[src/rtl/gpio_bank_pkg.sv]
package gpio_bank_pkg;

  localparam int unsigned BUS_W = 32;

  typedef enum logic [1:0] {
    WR_LOAD = 2'd0,
    WR_SET  = 2'd1,
    WR_CLR  = 2'd2,
    WR_NONE = 2'd3
  } wrOpE;

  typedef enum logic [2:0] {
    RS_LEVEL = 3'd0,
    RS_SEL   = 3'd1,
    RS_MASK  = 3'd2,
    RS_PAT1  = 3'd3,
    RS_PAT0  = 3'd4,
    RS_FLAG  = 3'd5,
    RS_NONE  = 3'd6
  } rdSrcE;

  typedef struct packed {
    logic  selWr;
    logic  maskWr;
    logic  pat1Wr;
    logic  pat0Wr;
    logic  flagClr;
    wrOpE  op;
    logic  rdEn;
    rdSrcE rdSrc;
  } ctrlStrobeT;

endpackage

[src/rtl/gpio_bank_ctrl.sv]
module gpio_bank_ctrl
  import gpio_bank_pkg::*;
#(
  parameter int unsigned ADDR_W = 8
) (
  input  logic [ADDR_W-1:0] busAddr,
  input  logic              busWrEn,
  input  logic              busRdEn,
  output ctrlStrobeT        strb
);

  localparam int unsigned GRP_W = ADDR_W - 4;

  logic [GRP_W-1:0] grp;
  logic [3:0]       subAddr;
  wrOpE             op;

  assign grp     = busAddr[ADDR_W-1:4];
  assign subAddr = busAddr[3:0];

  always_comb begin
    unique case (subAddr)
      4'h0:    op = WR_LOAD;
      4'h4:    op = WR_SET;
      4'h8:    op = WR_CLR;
      default: op = WR_NONE;
    endcase
  end

  always_comb begin
    strb         = '0;
    strb.op      = op;
    strb.rdEn    = busRdEn;
    strb.selWr   = busWrEn && (op != WR_NONE) && (grp == GRP_W'(1));
    strb.maskWr  = busWrEn && (op != WR_NONE) && (grp == GRP_W'(2));
    strb.pat1Wr  = busWrEn && (op != WR_NONE) && (grp == GRP_W'(3));
    strb.pat0Wr  = busWrEn && (op != WR_NONE) && (grp == GRP_W'(4));
    // only the clear alias touches the flags
    strb.flagClr = busWrEn && (op == WR_CLR) && (grp == GRP_W'(5));
    if (grp == GRP_W'(0))      strb.rdSrc = RS_LEVEL;
    else if (grp == GRP_W'(1)) strb.rdSrc = RS_SEL;
    else if (grp == GRP_W'(2)) strb.rdSrc = RS_MASK;
    else if (grp == GRP_W'(3)) strb.rdSrc = RS_PAT1;
    else if (grp == GRP_W'(4)) strb.rdSrc = RS_PAT0;
    else if (grp == GRP_W'(5)) strb.rdSrc = RS_FLAG;
    else                       strb.rdSrc = RS_NONE;
  end

endmodule

[src/rtl/gpio_bank_dp.sv]
module gpio_bank_dp
  import gpio_bank_pkg::*;
#(
  parameter int unsigned NUM_PINS    = 32,
  parameter int unsigned SYNC_STAGES = 2
) (
  input  logic                clk,
  input  logic                rstN,
  input  ctrlStrobeT          strb,
  input  logic [BUS_W-1:0]    wrData,
  input  logic [NUM_PINS-1:0] pinIn,
  output logic [BUS_W-1:0]    rdData,
  output logic                rdValid,
  output logic [NUM_PINS-1:0] pinOut,
  output logic                irqOut,
  output logic [NUM_PINS-1:0] selQ,
  output logic [NUM_PINS-1:0] maskQ,
  output logic [NUM_PINS-1:0] flagQ
);

  function automatic logic [NUM_PINS-1:0] applyOp(
    input logic [NUM_PINS-1:0] cur,
    input logic [NUM_PINS-1:0] din,
    input wrOpE                opSel
  );
    case (opSel)
      WR_LOAD: return din;
      WR_SET:  return cur | din;
      WR_CLR:  return cur & ~din;
      default: return cur;
    endcase
  endfunction

  logic [SYNC_STAGES-1:0][NUM_PINS-1:0] syncStg;
  logic [NUM_PINS-1:0] pat1Q, pat0Q, wrBits, pinNow, pinPrev, hit, clrBits;

  assign wrBits  = wrData[NUM_PINS-1:0];
  assign pinNow  = syncStg[SYNC_STAGES-1];
  assign clrBits = strb.flagClr ? wrBits : '0;

  // per-pin trigger decode and output level
  for (genvar p = 0; p < NUM_PINS; p++) begin : g_pin
    logic [1:0] mode;
    logic       rise, fall, lvl;
    assign mode      = {pat1Q[p], pat0Q[p]};
    assign rise      = pinNow[p] & ~pinPrev[p];
    assign fall      = ~pinNow[p] & pinPrev[p];
    assign lvl       = mode[0] ? pinNow[p] : ~pinNow[p];
    assign hit[p]    = selQ[p] & (mode[1] ? (mode[0] ? rise : fall) : lvl);
    assign pinOut[p] = ~selQ[p] & pat0Q[p];
  end

  always_ff @(posedge clk) begin
    if (!rstN) begin
      syncStg <= '0;
      pinPrev <= '0;
    end else begin
      syncStg <= {syncStg[SYNC_STAGES-2:0], pinIn};
      pinPrev <= pinNow;
    end
  end

  always_ff @(posedge clk) begin
    if (!rstN) begin
      selQ  <= '0;
      maskQ <= '1;
      pat1Q <= '0;
      pat0Q <= '0;
      flagQ <= '0;
    end else begin
      if (strb.selWr)  selQ  <= applyOp(selQ, wrBits, strb.op);
      if (strb.maskWr) maskQ <= applyOp(maskQ, wrBits, strb.op);
      if (strb.pat1Wr) pat1Q <= applyOp(pat1Q, wrBits, strb.op);
      if (strb.pat0Wr) pat0Q <= applyOp(pat0Q, wrBits, strb.op);
      // a detection in the same cycle outranks the software clear
      flagQ <= (flagQ & ~clrBits) | hit;
    end
  end

  always_ff @(posedge clk) begin
    if (!rstN) begin
      irqOut  <= 1'b0;
      rdValid <= 1'b0;
      rdData  <= '0;
    end else begin
      irqOut  <= |(flagQ & ~maskQ);
      rdValid <= strb.rdEn;
      if (strb.rdEn) begin
        unique case (strb.rdSrc)
          RS_LEVEL: rdData <= BUS_W'(pinNow);
          RS_SEL:   rdData <= BUS_W'(selQ);
          RS_MASK:  rdData <= BUS_W'(maskQ);
          RS_PAT1:  rdData <= BUS_W'(pat1Q);
          RS_PAT0:  rdData <= BUS_W'(pat0Q);
          RS_FLAG:  rdData <= BUS_W'(flagQ);
          default:  rdData <= '0;
        endcase
      end
    end
  end

endmodule

[src/rtl/gpio_bank.sv]
module gpio_bank
  import gpio_bank_pkg::*;
#(
  parameter int unsigned NUM_PINS    = 32,
  parameter int unsigned ADDR_W      = 8,
  parameter int unsigned SYNC_STAGES = 2
) (
  input  logic                clk,
  input  logic                rstN,
  input  logic [ADDR_W-1:0]   busAddr,
  input  logic                busWrEn,
  input  logic [BUS_W-1:0]    busWrData,
  input  logic                busRdEn,
  output logic [BUS_W-1:0]    busRdData,
  output logic                busRdValid,
  input  logic [NUM_PINS-1:0] pinIn,
  output logic [NUM_PINS-1:0] pinOut,
  output logic                irqOut
);

  ctrlStrobeT          strb;
  logic [NUM_PINS-1:0] selQ, maskQ, flagQ;

  gpio_bank_ctrl #(.ADDR_W(ADDR_W)) u_ctrl (
    .busAddr (busAddr),
    .busWrEn (busWrEn),
    .busRdEn (busRdEn),
    .strb    (strb)
  );

  gpio_bank_dp #(.NUM_PINS(NUM_PINS), .SYNC_STAGES(SYNC_STAGES)) u_dp (
    .clk     (clk),
    .rstN    (rstN),
    .strb    (strb),
    .wrData  (busWrData),
    .pinIn   (pinIn),
    .rdData  (busRdData),
    .rdValid (busRdValid),
    .pinOut  (pinOut),
    .irqOut  (irqOut),
    .selQ    (selQ),
    .maskQ   (maskQ),
    .flagQ   (flagQ)
  );

endmodule

[config.mk]
export PLATFORM = sky130hd
export DESIGN_NAME = gpio_bank
export DESIGN_NICKNAME = d
export VERILOG_FILES = /design/src/rtl/gpio_bank_pkg.sv /design/src/rtl/gpio_bank_ctrl.sv /design/src/rtl/gpio_bank_dp.sv /design/src/rtl/gpio_bank.sv
export SDC_FILE = /design/constraint.sdc
export NUM_CORES = 1
export LEC_CHECK = 0
export BUFFER_PORTS_ARGS = -buffer_cell sky130_fd_sc_hd__buf_2
export CORE_ASPECT_RATIO = 0.8
export CORE_MARGIN = 10
export CORE_UTILIZATION = 39
export CTS_BUF_LIST = sky130_fd_sc_hd__clkbuf_8
export DETAILED_ROUTE_END_ITERATION = 6
export GPL_TIMING_DRIVEN = 1
export PLACE_DENSITY = 0.62
export RECOVER_POWER = 50
export SYNTH_ARGS = -nofsm -noshare
export SYNTH_HDL_FRONTEND = slang
export SYNTH_HIERARCHICAL = 1
export SYNTH_SLANG_ARGS = --single-unit
[constraint.sdc]
create_clock -name clk -period 2.8 [get_ports clk]
set_input_delay 0.56 -clock clk [delete_from_list [all_inputs] [get_ports clk]]
set_output_delay 0.56 -clock clk [all_outputs]
set_load 0.02 [all_outputs]
---- After elaboration in Yosys (flattened, before gate mapping) ----
Cells that the tools add are included.
storage, ports and cells
  register bits ........................... 290
operators by class
  reduce and logical (&&, ||, !) cells .... 17
  equal/unequal tests ..................... 15
  mux-type cells .......................... 109
  bitwise operators ....................... 238
operators by type and width
  cell                                            number
  case mux 32 bit (3 select lines)                4
  AND 32 bit                                      6
  case mux 32 bit (6 select lines)                1
  OR 32 bit                                       5
  AND 1 bit                                       128
  two-way mux 1 bit                               96
  NOT 1 bit                                       96
  NOT 32 bit                                      3
  two-way mux 32 bit                              1
  OR reduction 32 bit                             1
  two-way mux 3 bit                               5
  == test 4 x 3 -> 1 bit (second input constant)  3
  == test 4 x 2 -> 1 bit (second input constant)  2
  logical NOT 4 bit                               2
  AND reduction 2 bit                             4
  logical AND 1 bit                               7
  == test 3 x 2 -> 1 bit (second input constant)  2
  == test 3 bit (second input constant)           2
  case mux 2 bit (3 select lines)                 1
  == test 4 x 1 -> 1 bit (second input constant)  1
  == test 4 bit (second input constant)           1
  == test 3 x 1 -> 1 bit (second input constant)  1
  logical NOT 3 bit                               1
  nonzero test 3 bit                              1
  5 further kinds                                 5

---- Logic depth before layout (Yosys ltp) ----
Gate-level depths: netlist (run 1).
  word-level depth ........................ 9
  mapped depth ............................ 9

---- Modules after synthesis ----
The synthesis (run 1) kept the hierarchy.
by module, submodules not included
  module          instances  area each (µm²)  cells an instance  sequential area each (µm²)
  gpio_bank_dp    1          12590.8          1470               5805.6
  gpio_bank_ctrl  1          141.4            18                 0.0

---- Worst setup path after synthesis (run 1) ----
Ideal clock, no wire load.
  kind .................................... input-to-reg
  from .................................... input busAddr[1]
  to ...................................... register u_dp.selQ[11]
  data required time ...................... 2.662 ns
  setup slack ............................. 0.513 ns
  path buffers ............................ 2
  arrival ................................. 2.150 ns
  stages on the path ...................... 7
  cell sequence ........................... or3_2 -> ha_1 -> buf_2 -> buf_1 -> a21oi_1 -> a21oi_1 -> a211oi_1
on the way
  longest elaborated chain between the ends .. 6
ends and longest elaborated chain
  what                                   line                  text
  from (decl)                            gpio_bank.sv:10       input logic [ADDR_W-1:0] busAddr,
  == test 4 bit (tied with other cells)  gpio_bank_ctrl.sv:22  unique case (subAddr)
  case mux 2 bit (3 select lines) (*)    gpio_bank_ctrl.sv:22
  inequality test 2 bit                  gpio_bank_ctrl.sv:34  strb.selWr = busWrEn && (op != WR_NONE) && (grp == GRP_W'(1));
  logical AND 1 bit (2 in a row)         gpio_bank_ctrl.sv:34
  AND reduction 2 bit (no line)          -
  to (signal assigned)                   gpio_bank_dp.sv:71    if (strb.selWr) selQ <= applyOp(selQ, wrBits, strb.op);
  to (decl)                              gpio_bank_dp.sv:16    output logic [NUM_PINS-1:0] selQ,
Mark *: on every way between the ends. The rest lies on a longest branch, timed or not.
A chain may end at the register's enable or synchronous reset.

==> key figures, run 1 <==
Place
  – Placement Cell Area: 14000 um^2
  – Inst Count DP: 1989
  – Port Buffers: 141
  – Routability cong.: 0.858
  – Worst slack at placement: 0.283 ns
  – HPWL Detailed: 26400 um

Yosys
  – Post-synthesis async set-or-reset flop share: 0
  – Synth Area in Simple Gates: 0.188
  – Mux share of post-synthesis cell area: 0.0539
  – Post-Syn Area: 12700 um^2
  – Mean post-synth cell area: ~8.6 um^2
  – Yosys reg bits: 290
  – Syn_nets: 1567
  – Yosys warnings: 6
  – Post-synth EDFFs: 0
  – Ys flop type: dfxtp_1
  – Cell count after synthesis: 1488
  – Unique masters post-synth: 45
  – Register area share after synthesis: 0.456
  – Adder-Cell Fraction of Synth Area: 0.00295
  – Synth Area in Compound Gates: 0.247
  – Post-Synth XOR/XNOR Area: 0
  – Largest family of logic cells by synthesized area: compound AO/OA/AOI/OAI gates

Timing
  – Post-layout minimum cycle time: 2.40 ns
  – Pins over their slew limit: 0
  – Final setup vio count: 0
  – WHS: 0.180 ns
  – Hold Violations, Final: 0
  – Slew of the pin with the lowest slew margin: 1.13 ns
  – Post-Route Skew: 0.0145 ns
  – F_max: 416 MHz
  – Post-route setup slack: 0.395 ns
  – Fin crit share: 0.859
  – Fin Setup TNS: 0 ns
  – RSZ-0062 raised after global routing: false
  – Slew Limit Headroom: 0.244

Worst setup path
  – Crit end category: flop
  – Reg-to-reg startpoint: u_dp/flagQ[28]
  – Class of the most critical setup path: input pin to flop
  – CP startpoint kind: input pin
  – CP Depth: 6
  – Delay-heaviest family, CP: compound AO/OA/AOI/OAI gates
  – Worst reg2reg path depth: 4
  – Critical path's largest stage delay: between 0.6 and 0.7 ns
  – Max Fanout on Critical Path: 21
  – Slowest cell on the critical path: clkbuf_2
  – Crit path top cell by count: nor2_1
  – Critical-path cell list: clkbuf_1 -> a211oi_1 -> clkbuf_2 -> nor2_1 -> a221oi_1 -> nor2_1
  – Reg-to-reg setup timing slack: approximately 1.4 ns
  – CP endpoint: u_dp/rdData[31]
  – Worst endpoint data arrival time: 2.85 ns
  – CP Data Required Time: roughly 3.2 ns
  – CP Launch Point: busAddr[6]
  – Buf/Inv on CP: 2
  – Reg-to-Reg End: u_dp/irqOut

Clocking
  – Hold Buf Count CTS: 0
  – CTS H-tree depth: 2
  – TritonCTS clock tree: done
  – TritonCTS Buffers: 48
  – CTS resizes: 0
  – Worst skew pair latency: 0.58 ns
  – Clock Tree Buf Depth: 3
  – CTS Sinks: between 200 and 300
  – Worst-path clk slew: 0.06 ns
  – Post-CTS Repair Setup Buffers: 0
  – Clk Tree Root Cell: clkbuf_8

Pwr
  – Switching Share: 0.257
  – P_leak: 5.29 nW
  – P_sw: 2.24 mW
  – Comb power frac: 0.081
  – Sequential share of power: 0.491
  – Clock Power Share: 0.429
  – Internal power: 6.46 mW
  – Maximum resistive drop on vdd: 0.271 mV
  – P per Cell Area: roughly 590 nW/um^2

Global route
  – GRT Total Usage: 0.195
  – First-pass GRT wire length: ~64000 um
  – Vias in the first global route: 11.1k
  – Largest net degree at the start of global routing: 162
  – Initial antenna violation count: 6
  – Grt ovf: 0

Route
  – DR pass1 iterations: 5
  – Total wire length: 41300 um
  – Final ANT Viol Nets: 0
  – DR iter-0 viols: 1156
  – Vias: 11.6k
  – DR vias/cell: 5.60
  – # DRC: 0
  – Wire length per cell: ~20 um

Layout
  – Most frequent cells in the layout: dfxtp_1 (290), a21oi_1 (235), nand2_1 (132)
  – Commonest non-fill, non-tap cell in the layout: dfxtp_1
  – Post-route insts no fill: just over 2k
  – Filler Cell Count: 3200
  – Final instance area: 14900 um^2
  – Layout cells sized above 1: 0.142
  – Final layout net count: 1691
  – Area growth syn-to-layout: 16.7%

Floorplanning
  – Die span in y: roughly 180 um
  – Die W: 222 um
  – Die ar.: 40300 um^2
  – # IOs: 142
  – Core box area: 32300 um^2
  – Starting Density: 0.394
  – Rows: 59

Flow run
  – Maxcap violations: 0

Worst hold path
  – Worst min path class: input pin to flop

Run status
  – Status: finished clean
[synth_stat cells (2+ instances only)]
| cell | number | share of area |
|---|---|---|
| buf_2 | 33 | 0.013 |
| mux2_2 | 6 | 0.0053 |
| dfxtp_1 | 290 | 0.46 |
| nor2b_1 | 69 | 0.034 |
| buf_4 | 5 | 0.0029 |
| a211o_1 | 6 | 0.0041 |
| nand2_1 | 132 | 0.039 |
| mux4_2 | 3 | 0.0053 |
| nand3b_1 | 5 | 0.0029 |
| a31oi_1 | 6 | 0.0029 |
| and2_1 | 97 | 0.048 |
| nor2_1 | 26 | 0.0077 |
| or3b_1 | 2 | 0.0014 |
| a211oi_1 | 97 | 0.057 |
| buf_1 | 9 | 0.0027 |
| a221oi_1 | 14 | 0.0096 |
| a21oi_1 | 235 | 0.092 |
| inv_1 | 40 | 0.012 |
| a221oi_2 | 2 | 0.0024 |
| nor3_1 | 33 | 0.013 |
| a41oi_1 | 2 | 0.0014 |
| o22ai_1 | 16 | 0.0079 |
| or2_2 | 2 | 0.00098 |
| nor3_2 | 2 | 0.0016 |
| nor4_1 | 6 | 0.0029 |
| o21ai_0 | 119 | 0.047 |
| ha_1 | 3 | 0.0029 |
| or3_2 | 2 | 0.0012 |
| nand2b_1 | 36 | 0.018 |
| a32oi_1 | 5 | 0.0034 |
| clkbuf_1 | 51 | 0.015 |
| buf_6 | 4 | 0.0035 |
| nand3_1 | 38 | 0.015 |
| o2bb2ai_1 | 16 | 0.011 |
| o221ai_1 | 7 | 0.0048 |
| mux2i_1 | 55 | 0.043 |
| o21ai_1 | 6 | 0.0024 |
[power by group through the flow]
| stage | sequential, mW | combinational [mW] | clock (mW) |
|---|---|---|---|
| floorplan | 4.37 | 0.378 | 0 |
| global placement | 4.35 | 0.701 | 0 |
| detailed placement | 4.35 | 0.707 | 0 |
| CTS | 4.26 | 0.711 | 3.81 |
| global route | 4.27 | 0.757 | 3.98 |
| finish | 4.26 | 0.700 | 3.73 |
[cell type report]
cell class | count | area [um^2] | area share
Timing Repair Buffer | 178 | 1110 | 0.0748
Tap cell | 427 | 534 | 0.0360
Multi-Input combinational cell | 1052 | 6280 | 0.423
Inverter | 42 | 159 | 0.0107
Antenna cell | 2 | 5.00 | 0.000337
Clock inverter | 22 | 93.8 | 0.00632
Sequential cell | 290 | 5810 | 0.391
Clock buffer | 63 | 867 | 0.0584
[worst min-delay path by stage]
| stage | startpoint | endpoint | slack (ns) | depth (start not counted) |
|---|---|---|---|---|
| 2_1_floorplan | u_dp/syncStg[0] | u_dp/pinNow[0] | 0.41 | 1 |
| 3_3_place_gp | u_dp/syncStg[12] | u_dp/pinNow[12] | 0.42 | 1 |
| 3_5_place_dp | u_dp/syncStg[17] | u_dp/pinNow[17] | 0.42 | 1 |
| 4_1_cts | pinIn[15] | u_dp/syncStg[15] | 0.15 | 2 |
| 5_1_grt | pinIn[15] | u_dp/syncStg[15] | 0.15 | 2 |
| 6_report | pinIn[19] | u_dp/syncStg[19] | 0.18 | 2 |
[state kept, by name, summed over array words and instances (netlist names)]
register      count
u_dp/selQ        32
u_dp/rdData      32
u_dp/pat0Q       32
u_dp/maskQ       32
u_dp/rdValid      1
u_dp/pinNow      32
u_dp/syncStg     32
u_dp/irqOut       1
u_dp/flagQ       32
u_dp/pinPrev     32
u_dp/pat1Q       32
[per-stage QoR]
step | total power, mW | util
floorplan | 4.75 | -
global placement | 5.05 | 0.433
finish | 8.69 | 0.459
detailed placement | 5.06 | 0.433
global route | 9.01 | 0.459
CTS | 8.78 | 0.462
[worst reg2reg max path: stages (launching register included)]
cell	delay, ns
dfxtp_1	0.34
inv_1	0.07
o22ai_1	0.31
nor4_1	0.10
a41oi_1	0.40
[metal layers]
layer	track usage	vias up	routed length (um)
met3	0.0454	71	3220
met2	0.299	450	18100
met5	0	-	46
met4	0.0543	8	735
li1	-	5566	-
met1	0.269	5528	19200
[logic make-up (layout without fill, tap and decap cells)]
logic type,after synthesis,after routing
other,0,2
DFF,290,290
muxes,64,64
buffers and inverters,146,305
AOI/OAI and AO/OA,532,532
and+or+nand+nor,453,453
adders and majority gates,3,3
Power figures use the tool's default switching activity.
==> run 2, diff against run 1 <==
--- a/config.mk
+++ b/config.mk
@@ -6,15 +6,18 @@
 export NUM_CORES = 1
 export LEC_CHECK = 0
 export BUFFER_PORTS_ARGS = -buffer_cell sky130_fd_sc_hd__buf_2
+export CELL_PAD_IN_SITES_DETAIL_PLACEMENT = 1
+export CELL_PAD_IN_SITES_GLOBAL_PLACEMENT = 2
 export CORE_ASPECT_RATIO = 0.8
 export CORE_MARGIN = 10
-export CORE_UTILIZATION = 39
+export CORE_UTILIZATION = 37
 export CTS_BUF_LIST = sky130_fd_sc_hd__clkbuf_8
 export DETAILED_ROUTE_END_ITERATION = 6
 export GPL_TIMING_DRIVEN = 1
-export PLACE_DENSITY = 0.62
+export PLACE_DENSITY = 0.87
 export RECOVER_POWER = 50
 export SYNTH_ARGS = -nofsm -noshare
 export SYNTH_HDL_FRONTEND = slang
 export SYNTH_HIERARCHICAL = 1
 export SYNTH_SLANG_ARGS = --single-unit
+export TNS_END_PERCENT = 10
==> constraint.sdc (replaced) <==
create_clock -name clk -period 2.6 [get_ports clk]
set_input_delay 0.52 -clock clk [delete_from_list [all_inputs] [get_ports clk]]
set_output_delay 0.52 -clock clk [all_outputs]
set_load 0.02 [all_outputs]
==> key figures, run 2 (synthesized netlist as in run 1, its figures left out) <==
Run status
  – Status: finished, violations left
  – Failing checks: max-capacitance violations, max-slew violations

Clocking
  – Worst-path clk slew: 0.06 ns (about the same)
  – CTS H-tree depth: 2 (unchanged)
  – Clock Tree Buf Depth: 3 (unchanged)
  – Post-CTS Repair Setup Buffers: 0 (unchanged)
  – CTS resizes: 0 (unchanged)
  – Hold Buf Count CTS: 0 (unchanged)
  – TritonCTS Buffers: 50 (+4.2%)
  – CTS Sinks: 290 (unchanged)
  – Worst skew pair latency: 0.60 ns (+0.02 ns)
  – TritonCTS clock tree: done
  – Clk Tree Root Cell: clkbuf_8

Route
  – # DRC: 0 (unchanged)
  – DR iter-0 viols: 793 (-31%)
  – Wire length per cell: 21.8 um (+9.5%)
  – Vias: 11.8k (+1.2%)
  – DR pass1 iterations: 7 (+2)
  – Final ANT Viol Nets: 0 (unchanged)
  – DR vias/cell: 5.61 (+0.18%)
  – Total wire length: 45700 um (+11%)

Place
  – Port Buffers: 141 (unchanged)
  – Worst slack at placement: 0.101 ns (-0.182 ns)
  – Inst Count DP: 2007 (+0.90%)
  – Routability cong.: 0.820 (-4.4%)
  – HPWL Detailed: 30200 um (+14%)
  – Placement Cell Area: 14100 um^2 (+0.83%)

Worst setup path
  – Slowest cell on the critical path: clkbuf_2
  – Class of the most critical setup path: input pin to flop
  – Reg-to-Reg End: u_dp/rdData[15]
  – Worst reg2reg path depth: 3 (-1)
  – CP startpoint kind: input pin
  – Crit path top cell by count: nand2_1
  – Max Fanout on Critical Path: 32 (+52%)
  – Crit end category: flop
  – Critical path's largest stage delay: 0.93 ns (+0.28 ns)
  – Reg-to-reg startpoint: u_dp/pinNow[15]
  – Worst endpoint data arrival time: 2.61 ns (-0.24 ns)
  – Reg-to-reg setup timing slack: 1.24 ns (-0.20 ns)
  – CP Data Required Time: 3.06 ns (-0.18 ns)
  – Critical-path cell list: clkbuf_1 -> or3b_1 -> nor4_1 -> clkbuf_2 -> nand2_1 -> nand2_1 -> a21oi_1

Timing
  – Post-route setup slack: 0.440 ns (+0.0453 ns)
  – Slew Limit Headroom: -0.158 (-0.402)
  – Slew of the pin with the lowest slew margin: 1.74 ns (+0.607 ns)
  – RSZ-0062 raised after global routing: false
  – WHS: 0.131 ns (-0.0487 ns)
  – Post-Route Skew: 0.0250 ns (+0.0105 ns)
  – Final setup vio count: 0 (unchanged)
  – Hold Violations, Final: 0 (unchanged)
  – Fin crit share: 0.831
  – Post-layout minimum cycle time: 2.16 ns
  – F_max: 463 MHz
  – Pins over their slew limit: 89 (+89)
  – Fin Setup TNS: 0 ns (unchanged)

Global route
  – Grt ovf: 0 (unchanged)
  – First-pass GRT wire length: 70800 um (+10%)
  – Initial antenna violation count: 4 (-2)
  – GRT Total Usage: 0.213 (+0.0175)
  – Vias in the first global route: 12.2k (+9.7%)
  – Largest net degree at the start of global routing: 89 (-45%)

Floorplanning
  – Starting Density: 0.377 (-0.0169)
  – Rows: 60 (+1.7%)
  – Die span in y: 186 um (+2.4%)
  – Die ar.: 42300 um^2 (+4.9%)
  – # IOs: 142 (unchanged)
  – Die W: 227 um (+2.4%)
  – Core box area: 33800 um^2 (+4.5%)

Pwr
  – P_leak: 5.38 nW (+1.8%)
  – Total power draw: 9.51 mW (+9.4%)
  – P per Cell Area: 633 nW/um^2 (+8.3%)
  – Maximum resistive drop on vdd: 0.360 mV (+33%)

Layout
  – Final core utilization: 0.444 (-0.0150)
  – Area growth syn-to-layout: 17.9%
  – Commonest non-fill, non-tap cell in the layout: dfxtp_1
  – Filler Cell Count: 4007 (+25%)
  – Layout cells sized above 1: 0.150 (+0.00774)
  – Final instance area: 15000 um^2 (+1.1%)
  – Final layout net count: 1704 (+0.77%)
  – Post-route insts no fill: 2097 (+1.0%)
  – Most frequent cells in the layout: dfxtp_1 (290), a21oi_1 (235), nand2_1 (132)

Worst hold path
  – Worst hold path cell count: 2 (unchanged)
  – Hold Startpoint: pinIn[12]
  – Worst min path class: input pin to flop
  – Endpoint, Worst Hold: u_dp/syncStg[12]

Flow run
  – Maxcap violations: 1 (+1)
==> run 2: changes by cell type in the layout (fill, tap and decap cells not counted), sizes merged <==
cell      previous run  this run
clkinvlp             2         1
inv                 57        61
bufinv               0         1
diode                2         1
clkbuf             105       101
clkinv               5         7
buf                136       149
==> run 2: layout make-up <==
cell class	count	area [um^2]	share of cell area
Inverter	42	159	0.0106
Clock buffer	61	840	0.0559
Sequential cell	290	5810	0.387
Antenna cell	1	2.50	0.000167
Tap cell	434	543	0.0362
Timing Repair Buffer	189	1220	0.0814
Clock inverter	28	141	0.00942
Multi-Input combinational cell	1052	6300	0.420
==> run 2: worst max path at each step <==
| stage | startpoint | endpoint | cells past startpoint |
|---|---|---|---|
| after floorplan | busAddr[1] | u_dp/selQ[11] | 7 |
| after global placement | busAddr[6] | u_dp/rdData[17] | 8 |
| after detailed placement | busAddr[1] | u_dp/selQ[12] | 7 |
| after CTS | u_dp/pat0Q[29] | pinOut[29] | 2 |
| after global routing | rstN | u_dp/rdData[2] | 4 |
| final | busAddr[5] | u_dp/flagQ[23] | 7 |
==> run 2: critical path, delay by kind of cell <==
| family | cells | cell delay (ns) |
|---|---|---|
| AO/OA/AOI/OAI | 1 | 0.07 |
| buffers and inverters | 2 | 1.07 |
| AND/OR/NAND/NOR | 4 | 0.92 |
==> run 2: report_power, final <==
group	internal, mW	switching [mW]	leakage, nW	total (mW)
clock	2.21	1.93	0.584	4.13
sequential	4.54	0.0564	2.36	4.60
combinational	0.267	0.514	2.44	0.782
==> run 2: layer usage <==
metal	wire length (um)	vias up	GRT usage
met5	49	-	0
met1	21700	5784	0.288
li1	-	5589	-
met2	20400	314	0.340
met3	2610	69	0.0392
met4	967	6	0.0591
